File: config.mk
export PLATFORM = sky130hd
export DESIGN_NAME = nand_bus_bridge
export DESIGN_NICKNAME = d
export VERILOG_FILES = /design/src/rtl/nand_bridge_pkg.sv /design/src/rtl/nand_rb_sync.sv /design/src/rtl/nand_reg_bank.sv /design/src/rtl/nand_strobe_seq.sv /design/src/rtl/nand_bus_bridge.sv
export SDC_FILE = /design/constraint.sdc
export NUM_CORES = 1
export LEC_CHECK = 0
export BUFFER_PORTS_ARGS = -buffer_cell sky130_fd_sc_hd__clkbuf_2
export CORE_MARGIN = 4
export CORE_UTILIZATION = 55
export CTS_CLUSTER_SIZE = 10
export DETAILED_ROUTE_END_ITERATION = 8
export GPL_TIMING_DRIVEN = 0
export PLACE_DENSITY = 0.82
export SLEW_MARGIN = 20
export SYNTH_ARGS = -nofsm -noshare
export SYNTH_HDL_FRONTEND = slang
export SYNTH_SLANG_ARGS = --single-unit
File: constraint.sdc
create_clock -name clk -period 2.9 [get_ports clk]
set_clock_uncertainty 0.05 [all_clocks]
set_input_delay 0.145 -clock clk [delete_from_list [all_inputs] [get_ports clk]]
set_output_delay 0.145 -clock clk [all_outputs]
set_load 0.03 [all_outputs]
File: src/rtl/nand_bridge_pkg.sv
package nand_bridge_pkg;

  typedef enum logic [2:0] {
    SEQ_IDLE,
    SEQ_SETUP,
    SEQ_STROBE,
    SEQ_HOLD,
    SEQ_DONE
  } seq_state_t;

  typedef enum logic [1:0] {
    CYC_DATA,
    CYC_CMD,
    CYC_ADDR
  } cyc_kind_t;

  localparam int REG_W      = 32;
  localparam int TCNT_W     = 4;
  localparam int IDX_W      = 6;
  localparam int CFG_PER_CS = 3;

  // word indices (byte offset / 4) of the fixed registers
  localparam logic [IDX_W-1:0] IDX_STATUS = 6'd12;
  localparam logic [IDX_W-1:0] IDX_MODE   = 6'd14;
  localparam logic [IDX_W-1:0] IDX_ECODE  = 6'd16;
  localparam logic [IDX_W-1:0] IDX_ECNT   = 6'd17;
  localparam logic [IDX_W-1:0] IDX_EADDR  = 6'd18;

  // command latch takes priority over address latch
  function automatic cyc_kind_t decode_kind(input logic bit2, input logic bit3);
    if (bit2)      return CYC_CMD;
    else if (bit3) return CYC_ADDR;
    else           return CYC_DATA;
  endfunction

  function automatic logic [TCNT_W-1:0] cfg_setup(input logic [REG_W-1:0] w);
    return w[3:0];
  endfunction

  function automatic logic [TCNT_W-1:0] cfg_width(input logic [REG_W-1:0] w);
    return w[7:4];
  endfunction

  function automatic logic [TCNT_W-1:0] cfg_hold(input logic [REG_W-1:0] w);
    return w[15:12];
  endfunction

  function automatic logic cfg_force(input logic [REG_W-1:0] w);
    return w[9];
  endfunction

endpackage

File: src/rtl/nand_rb_sync.sv
module nand_rb_sync #(
  parameter int STAGES = 2
) (
  input  logic clk,
  input  logic rst_n,
  input  logic rb_async,
  output logic rb_synced
);
  logic [STAGES-1:0] chain_q;

  generate
    for (genvar s = 0; s < STAGES; s++) begin : g_stage
      always_ff @(posedge clk or negedge rst_n) begin
        if (!rst_n) chain_q[s] <= 1'b0;
        else if (s == 0) chain_q[s] <= rb_async;
        else chain_q[s] <= chain_q[(s == 0) ? 0 : s-1];
      end
    end
  endgenerate

  assign rb_synced = chain_q[STAGES-1];
endmodule

File: src/rtl/nand_reg_bank.sv
module nand_reg_bank
  import nand_bridge_pkg::*;
#(
  parameter int NUM_CS = 4,
  localparam int NCFG  = NUM_CS * CFG_PER_CS,
  localparam int SEL_W = (NUM_CS > 1) ? $clog2(NUM_CS) : 1
) (
  input  logic                    clk,
  input  logic                    rst_n,
  input  logic                    wr_en,
  input  logic [IDX_W-1:0]        idx,
  input  logic [REG_W-1:0]        wdata,
  input  logic                    rb_synced,
  output logic [REG_W-1:0]        rdata,
  output logic [NUM_CS*REG_W-1:0] cfg0_flat,
  output logic [SEL_W-1:0]        chip_sel,
  output logic                    ecc_arm
);
  logic [REG_W-1:0] cfg_q [NCFG];
  logic [REG_W-1:0] mode_q, ecode_q, ecnt_q, eaddr_q;
  logic             arm_q;

  generate
    for (genvar g = 0; g < NCFG; g++) begin : g_cfg
      always_ff @(posedge clk or negedge rst_n) begin
        if (!rst_n) cfg_q[g] <= '0;
        else if (wr_en && idx == IDX_W'(g)) cfg_q[g] <= wdata;
      end
    end
    for (genvar c = 0; c < NUM_CS; c++) begin : g_cfg0
      assign cfg0_flat[c*REG_W +: REG_W] = cfg_q[c*CFG_PER_CS];
    end
  endgenerate

  always_ff @(posedge clk or negedge rst_n) begin
    if (!rst_n) begin
      mode_q  <= '0;
      ecode_q <= '0;
      ecnt_q  <= '0;
      eaddr_q <= '0;
      arm_q   <= 1'b0;
    end else begin
      arm_q <= wr_en && (idx == IDX_EADDR);
      if (wr_en) begin
        case (idx)
          IDX_MODE:  mode_q  <= wdata;
          IDX_ECODE: ecode_q <= wdata;
          IDX_ECNT:  ecnt_q  <= wdata;
          IDX_EADDR: eaddr_q <= wdata;
          default: ;
        endcase
      end
    end
  end

  always_comb begin
    rdata = '0;
    for (int k = 0; k < NCFG; k++) begin
      if (idx == IDX_W'(k)) rdata = cfg_q[k];
    end
    case (idx)
      IDX_STATUS: rdata = {{(REG_W-1){1'b0}}, rb_synced};
      IDX_MODE:   rdata = mode_q;
      IDX_ECODE:  rdata = ecode_q;
      IDX_ECNT:   rdata = ecnt_q;
      IDX_EADDR:  rdata = eaddr_q;
      default: ;
    endcase
  end

  assign chip_sel = mode_q[SEL_W-1:0];
  assign ecc_arm  = arm_q;
endmodule

File: src/rtl/nand_strobe_seq.sv
module nand_strobe_seq
  import nand_bridge_pkg::*;
(
  input  logic              clk,
  input  logic              rst_n,
  input  logic              start,
  input  logic              start_wr,
  input  cyc_kind_t         start_kind,
  input  logic [7:0]        start_data,
  input  logic [TCNT_W-1:0] t_setup,
  input  logic [TCNT_W-1:0] t_width,
  input  logic [TCNT_W-1:0] t_hold,
  input  logic [7:0]        dq_in,
  output logic              idle,
  output logic              active,
  output logic              done,
  output logic              cle,
  output logic              ale,
  output logic              we_n,
  output logic              re_n,
  output logic [7:0]        dq_out,
  output logic              dq_oe,
  output logic [7:0]        rd_byte
);
  seq_state_t        state_q;
  logic [TCNT_W-1:0] cnt_q, width_q, hold_q;
  logic              wr_q;
  cyc_kind_t         kind_q;
  logic [7:0]        data_q;

  always_ff @(posedge clk or negedge rst_n) begin
    if (!rst_n) begin
      state_q <= SEQ_IDLE;
      cnt_q   <= '0;
      width_q <= '0;
      hold_q  <= '0;
      wr_q    <= 1'b0;
      kind_q  <= CYC_DATA;
      data_q  <= '0;
      rd_byte <= '0;
    end else begin
      case (state_q)
        SEQ_IDLE: if (start) begin
          state_q <= SEQ_SETUP;
          cnt_q   <= t_setup;
          width_q <= t_width;
          hold_q  <= t_hold;
          wr_q    <= start_wr;
          kind_q  <= start_kind;
          data_q  <= start_data;
        end
        SEQ_SETUP: begin
          if (cnt_q == '0) begin
            state_q <= SEQ_STROBE;
            cnt_q   <= width_q;
          end else cnt_q <= cnt_q - 1'b1;
        end
        SEQ_STROBE: begin
          if (cnt_q == '0) begin
            state_q <= SEQ_HOLD;
            cnt_q   <= hold_q;
            if (!wr_q) rd_byte <= dq_in;
          end else cnt_q <= cnt_q - 1'b1;
        end
        SEQ_HOLD: begin
          if (cnt_q == '0) state_q <= SEQ_DONE;
          else cnt_q <= cnt_q - 1'b1;
        end
        default: state_q <= SEQ_IDLE;
      endcase
    end
  end

  assign idle   = (state_q == SEQ_IDLE);
  assign done   = (state_q == SEQ_DONE);
  assign active = (state_q == SEQ_SETUP) || (state_q == SEQ_STROBE) || (state_q == SEQ_HOLD);
  assign cle    = active && (kind_q == CYC_CMD);
  assign ale    = active && (kind_q == CYC_ADDR);
  assign we_n   = !((state_q == SEQ_STROBE) && wr_q);
  assign re_n   = !((state_q == SEQ_STROBE) && !wr_q);
  assign dq_oe  = active && wr_q;
  assign dq_out = dq_oe ? data_q : 8'h00;
endmodule

File: src/rtl/nand_bus_bridge.sv
module nand_bus_bridge
  import nand_bridge_pkg::*;
#(
  parameter int NUM_CS   = 4,
  parameter int RB_STAGES = 2,
  localparam int SEL_W   = (NUM_CS > 1) ? $clog2(NUM_CS) : 1
) (
  input  logic              clk,
  input  logic              rst_n,
  input  logic              bus_req,
  input  logic              bus_we,
  input  logic              bus_win,
  input  logic [7:0]        bus_addr,
  input  logic [REG_W-1:0]  bus_wdata,
  output logic [REG_W-1:0]  bus_rdata,
  output logic              bus_wait,
  output logic [NUM_CS-1:0] nand_ce_n,
  output logic              nand_cle,
  output logic              nand_ale,
  output logic              nand_we_n,
  output logic              nand_re_n,
  output logic [7:0]        nand_dq_out,
  output logic              nand_dq_oe,
  input  logic [7:0]        nand_dq_in,
  input  logic              nand_rb,
  output logic              ecc_arm
);
  // named internal events
  logic                    rb_synced;
  logic                    reg_wr;
  logic                    win_start;
  logic                    seq_idle, seq_active, seq_done;
  logic [REG_W-1:0]        reg_rdata;
  logic [NUM_CS*REG_W-1:0] cfg0_flat;
  logic [SEL_W-1:0]        chip_sel, sel_q;
  logic [REG_W-1:0]        sel_cfg;
  logic [7:0]              rd_byte;

  assign reg_wr    = bus_req && bus_we && !bus_win;
  assign win_start = bus_req && bus_win && seq_idle;
  assign sel_cfg   = cfg0_flat[chip_sel*REG_W +: REG_W];

  nand_rb_sync #(.STAGES(RB_STAGES)) rb_sync_i (
    .clk       (clk),
    .rst_n     (rst_n),
    .rb_async  (nand_rb),
    .rb_synced (rb_synced)
  );

  nand_reg_bank #(.NUM_CS(NUM_CS)) regs_i (
    .clk       (clk),
    .rst_n     (rst_n),
    .wr_en     (reg_wr),
    .idx       (bus_addr[7:2]),
    .wdata     (bus_wdata),
    .rb_synced (rb_synced),
    .rdata     (reg_rdata),
    .cfg0_flat (cfg0_flat),
    .chip_sel  (chip_sel),
    .ecc_arm   (ecc_arm)
  );

  nand_strobe_seq seq_i (
    .clk        (clk),
    .rst_n      (rst_n),
    .start      (win_start),
    .start_wr   (bus_we),
    .start_kind (decode_kind(bus_addr[2], bus_addr[3])),
    .start_data (bus_wdata[7:0]),
    .t_setup    (cfg_setup(sel_cfg)),
    .t_width    (cfg_width(sel_cfg)),
    .t_hold     (cfg_hold(sel_cfg)),
    .dq_in      (nand_dq_in),
    .idle       (seq_idle),
    .active     (seq_active),
    .done       (seq_done),
    .cle        (nand_cle),
    .ale        (nand_ale),
    .we_n       (nand_we_n),
    .re_n       (nand_re_n),
    .dq_out     (nand_dq_out),
    .dq_oe      (nand_dq_oe),
    .rd_byte    (rd_byte)
  );

  always_ff @(posedge clk or negedge rst_n) begin
    if (!rst_n) sel_q <= '0;
    else if (win_start) sel_q <= chip_sel;
  end

  generate
    for (genvar c = 0; c < NUM_CS; c++) begin : g_ce
      assign nand_ce_n[c] = !((seq_active && sel_q == SEL_W'(c)) ||
                              cfg_force(cfg0_flat[c*REG_W +: REG_W]));
    end
  endgenerate

  assign bus_wait  = bus_req && bus_win && !seq_done;
  assign bus_rdata = bus_win ? {{(REG_W-8){1'b0}}, rd_byte} : reg_rdata;
endmodule

### After elaboration in Yosys (flattened, before gate mapping)

Index checks and enable logic that the tools add are counted.

* word-level logic and storage cells: 143
* output and inout port bits: 51
* register bits after elaboration: 551
* bits of input ports: 54

* eq/ne operators: 30
* bitwise operators: 1
* reductions and logical operators: 55
* mux-type cells: 27
* shift operators: 1
* add/sub/neg operators: 1

Operator list (number)
* $mux 32: 13
* $pmux 32 s5: 1
* $shiftx 128x8->16: 1
* $eq 6x4->1 const B: 6
* $logic_and 1x1->1: 27
* $eq 6x3->1 const B: 4
* $eq 6x5->1 const B: 3
* $mux 4: 4
* $pmux 4 s4: 1
* $eq 6x2->1 const B: 2
* $mux 3: 4
* $pmux 3 s4: 1
* $reduce_and 2->1: 5
* $logic_not 1->1: 9
* $mux 8: 1
* $ne 2x1->1 const B: 4
* $eq 2x2->1 const B: 3
* $eq 3x2->1 const B: 2
* $eq 6x1->1 const B: 1
* $logic_not 6->1: 1
* $logic_or 1x1->1: 6
* $reduce_and 3->1: 2
* $eq 2x1->1 const B: 2
* $logic_not 4->1: 1
* other kinds (10): 11

### Logic depth before layout (Yosys ltp)

* depth in word-level cells: 15
* mapped depth: 9
* gate-level depth less buffers: 7

### Hierarchy

A second synthesis with hierarchy kept.

* cells, all modules: 2173
* area, all modules: 27552.7 um2

Modules (own cells, without submodules)
* nand_reg_bank: cells an instance 1964, instances 1, seq. area each 12837.3 um2, area an instance 25037.8 um2
* nand_strobe_seq: cells an instance 140, instances 1, seq. area each 850.8 um2, area an instance 1774.2 um2
* nand_bus_bridge: cells an instance 67, instances 1, seq. area each 50.0 um2, area an instance 690.7 um2
* nand_rb_sync: cells an instance 2, instances 1, seq. area each 50.0 um2, area an instance 50.0 um2

### Least setup slack after synthesis

Ideal clock, no wire load.

* path type: input-to-output
* start point: input bus_addr[6]
* end point: output bus_rdata[25]
* arrival: 2173 ps
* path slack: 532 ps
* path buffers: 3
* stages on the path: 7
* data required time: 2705 ps
* path through: buf_4 > or4b_1 > buf_4 > nor2_8 > buf_2 > a21oi_1 > a221oi_1

* cells in the longest elaborated chain, start to end: 15
* elaborated cells on any way between the ends: 31
* classes of those cells: eq/ne: 16; mux: 14; reduce/logical: 1

Ends and longest elaborated chain
* start, declared: line nand_bus_bridge.sv:13 `input logic [7:0] bus_addr,`
* $logic_not 6->1: line nand_reg_bank.sv:59 `if (idx == IDX_W'(k)) rdata = cfg_q[k];`
* $mux 32 (12 in a row): line nand_reg_bank.sv:59
* $pmux 32 s5 *: line nand_reg_bank.sv:61 `case (idx)`
* $mux 32 *: line nand_bus_bridge.sv:99 `assign bus_rdata = bus_win ? {{(REG_W-8){1'b0}}, rd_byte} : reg_rdata;`
* end, declared: line nand_bus_bridge.sv:15 `output logic [REG_W-1:0] bus_rdata,`

Mark *: on every way between the ends. The rest lies on a longest branch, timed or not.

### Worst setup path in the final report

* start point: register regs_i.mode_q[0]
* end point: output bus_rdata[0]

* cells in the longest elaborated chain, start to end: 2

Ends and longest elaborated chain
* start, declared: line nand_reg_bank.sv:20 `logic [REG_W-1:0] mode_q, ecode_q, ecnt_q, eaddr_q;`
* start signal, assigned: line nand_reg_bank.sv:46 `IDX_MODE: mode_q <= wdata;`
* $pmux 32 s5: line nand_reg_bank.sv:61
* $mux 32: line nand_bus_bridge.sv:99

No other way between the ends.

==> metrics.csv <==
stage;metric;value;unit
outcome;status;finished, violations left;
outcome;violated checks;negative setup slack;
timing;crit path time final;2.94;ns
timing;Fin Hold WS;0.0756;ns
timing;final setup violation count;3;
critical_path;critical path type;flop to output pin;
timing;RSZ-0062 raised after global routing;yes;
clock_tree;CTS Buffer Depth;3;
clock_tree;Worst-Skew Late Latency;0.63;ns
global_route;initial antenna violation count;2;
floorplan;Site Rows;79;
timing;worst relative slew slack;30.3;%
synthesis;number of flops mapped to enable cells by yosys;0;
drt;drt initial violations;2363;
place;GP Congestion;0.994;
drt;Via density;6.84;
place;IO buf count;98;
global_route;total gr overflow;0;
timing;Tcrit/Tclk final;101;%
power;Leak;0.0143;uW
synthesis;Synth warnings;0;
floorplan;Initial Util;55.8;%
finish;P&R area growth vs syn;14.3;%
synthesis;syn nets;1991;
clock_tree;CTS Sinks;551;
critical_path;CP Launch Type;flop;
synthesis;Mapped Cells;1935;
drt;Wirelength per Cell;31.4;microns
synthesis;post-synthesis cell type count;76;
critical_path;CP arrival;2.74;ns
place;dpl ws;-0.800;ns
critical_path;Worst Path Max Fanout;10;
clock_tree;clock slew at reported path FFs;0.06;ns
clock_tree;total CTS buffers;61;
finish;final-layout fill cell count;3389;
global_route;global-route wire length before repair;128;mm
synthesis;Seq/Total Area, Yosys;52.8;%
finish;Non-Filler Instances;2772;
synthesis;#FFs+latches synth;551;
drt;DR DRC count;0;
place;hpwl dp;57.1;mm
floorplan;Core Footprint;46800;sq um
timing;max-slew violation count;0;
floorplan;die height;226;microns
clock_tree;root buffer cell;clkbuf_16;
synthesis;Synth area leader;dfrtp_1;
job;maxcap violations;0;
place;placed cells;2646;
worst_hold_path;Worst Hold Class;input pin to asynchronous set/reset pin;
global_route;total routing usage reported by global routing;34.1;%
timing;setup TNS;-0.0868;ns
synthesis;Post-synth ARST share;100;%
finish;Antenna Cells;0;
clock_tree;H-tree depth;2;
global_route;vias in the first global route;19700;
finish;Final #Nets;2213;
timing;Least-Margin Pin Slew;1.04;ns
floorplan;die area;51000;sq um
clock_tree;CTS tree;done;
drt;post-route antenna net violation count;0;
synthesis;top cells by area, synth;dfrtp_1, mux2_2, mux4_2;
finish;share of post-route cells with drive strength above 1;43.8;%
synthesis;Top FF cell, synth;dfrtp_1;
synthesis;Syn Area/Cell;13.5;sq um
floorplan;die span in x;226;microns
finish;Core Util, Final;63.8;%
drt;WL final;87.0;mm
synthesis;Synth top area share;52.8;%
timing;Final Hold Vio Count;0;
global_route;largest net degree at the start of global routing;96;
drt;detailed-router iteration count before antenna repair;5;
drt;via count;18900;
power;power per standard cell area;605;nW/um^2
critical_path;CP endpoint kind;output pin;
synthesis;mapped cell area;26100;sq um
floorplan;I/O pin total;105;
power;Peak VDD IR;0.425;mV
timing;Max Clk Rate;340;MHz
critical_path;worst path required time;2.71;ns
synthesis;Post-synth top cells;dfrtp_1, mux2_2, nand2_1;
timing;Final WS setup;-0.0380;ns
worst max-delay path: stages (launching register included):
cell,delay [ns]
dfrtp_2,0.53
buf_4,0.37
mux2i_1,0.15
nor3_1,0.34
a21oi_1,0.11
o221ai_2,0.33
clkbuf_2,0.28
power by group:
| part | total (uW) | leakage (uW) | internal, uW | switching, uW |
|---|---|---|---|---|
| registers | 8620 | 0.00754 | 8250 | 375 |
| logic | 2750 | 0.00594 | 1100 | 1650 |
| clock network | 6690 | 0.000776 | 3730 | 2960 |
| total | 18100 | 0.0143 | 13100 | 4980 |
metrics by stage:
stage	instance area (sq um)	total power, uW
after global placement	27400	11200
final	29800	18100
after global routing	29800	18600
after CTS	29700	18000
after detailed placement	27500	11300
after floorplan	26100	10300
final cells by class:
type / instances / area [sq um] / share of cell area (%)
plain buffers: 164 / 1060 / 3.56
clock buffers: 69 / 1570 / 5.25
clock inverters: 2 / 17.5 / 0.0587
inverters: 10 / 37.5 / 0.126
multi-input cells: 1207 / 11400 / 38.2
flip-flops and latches: 551 / 13800 / 46.2
well taps: 607 / 759 / 2.54
repair buffers: 162 / 1210 / 4.05
sequential cells by signal, summed over array words and instances (netlist names), 2 cells and up:
name and cells:
seq_i.data_q 8, sel_q 2, regs_i.cfg_q 256, regs_i.ecnt_q 32
regs_i.cfg0_flat 128, regs_i.ecode_q 32, regs_i.mode_q 32, seq_i.rd_byte 8
regs_i.eaddr_q 32, seq_i.cnt_q 4, seq_i.width_q 4, seq_i.kind_q 2
seq_i.state_q 3, seq_i.hold_q 4
cell families after synthesis:
family | synth area share, %
buf+inv | 3.79
flops | 52.8
simple gates | 4.66
fa+ha+maj | 0.139
mux | 29.5
compound gates | 9.10
xor+xnor | 0.0336
layer usage:
metal	wire length [microns]	global-route usage, %
met2	38200	50.6
met1	32400	44.1
met4	5540	19.5
met3	10800	11.4
met5	11	0.949
path summary, 6_finish.rpt:
path	from	to	slack, ns	cells past startpoint
worst max register to register	seq_i.cnt_q[0]	seq_i.cnt_q[2]	0.38	7
max in group asynchronous	rst_n	regs_i.eaddr_q[27]	0.79	6
worst max-delay path	regs_i.mode_q[0]	bus_rdata[0]	-0.04	6
worst min-delay path	rst_n	seq_i.cnt_q[3]	0.08	2
min in group clk	bus_req	seq_i.state_q[0]	0.09	6
worst min register to register	rb_sync_i.chain_q[0]	rb_sync_i.rb_synced	0.31	0
cell usage in the layout (no fill, tap or decap), drive strengths merged, types with 9 or more instances in the layout:
cell | synthesis | routed
a22oi | 46 | 46
a211o | 9 | 9
mux2i | 36 | 36
a211oi | 15 | 15
mux4 | 42 | 42
o21ai | 80 | 80
o2bb2ai | 16 | 16
a31oi | 25 | 25
a21oi | 36 | 36
dlygate4sd3 | 0 | 43
a221oi | 11 | 11
o22ai | 22 | 22
a31o | 10 | 10
and3 | 9 | 9
clkbuf | 66 | 237
mux2 | 567 | 567
nor2 | 64 | 64
inv | 9 | 11
dfrtp | 551 | 551
nor3 | 9 | 9
o221ai | 18 | 18
buf | 101 | 115
nand2 | 83 | 83
repair_timing:
| item | in CTS | in global routing |
|---|---|---|
| buffers inserted | 7 | 8 |
| pin swaps | 3 | 3 |
| hold buffers | 43 | 0 |
| resized for setup | 54 | 33 |
| setup endpoints to repair | 42 | 35 |
| endpoints found under the hold margin | 283 | 0 |
No activity file was read; power rests on OpenSTA's default activity.
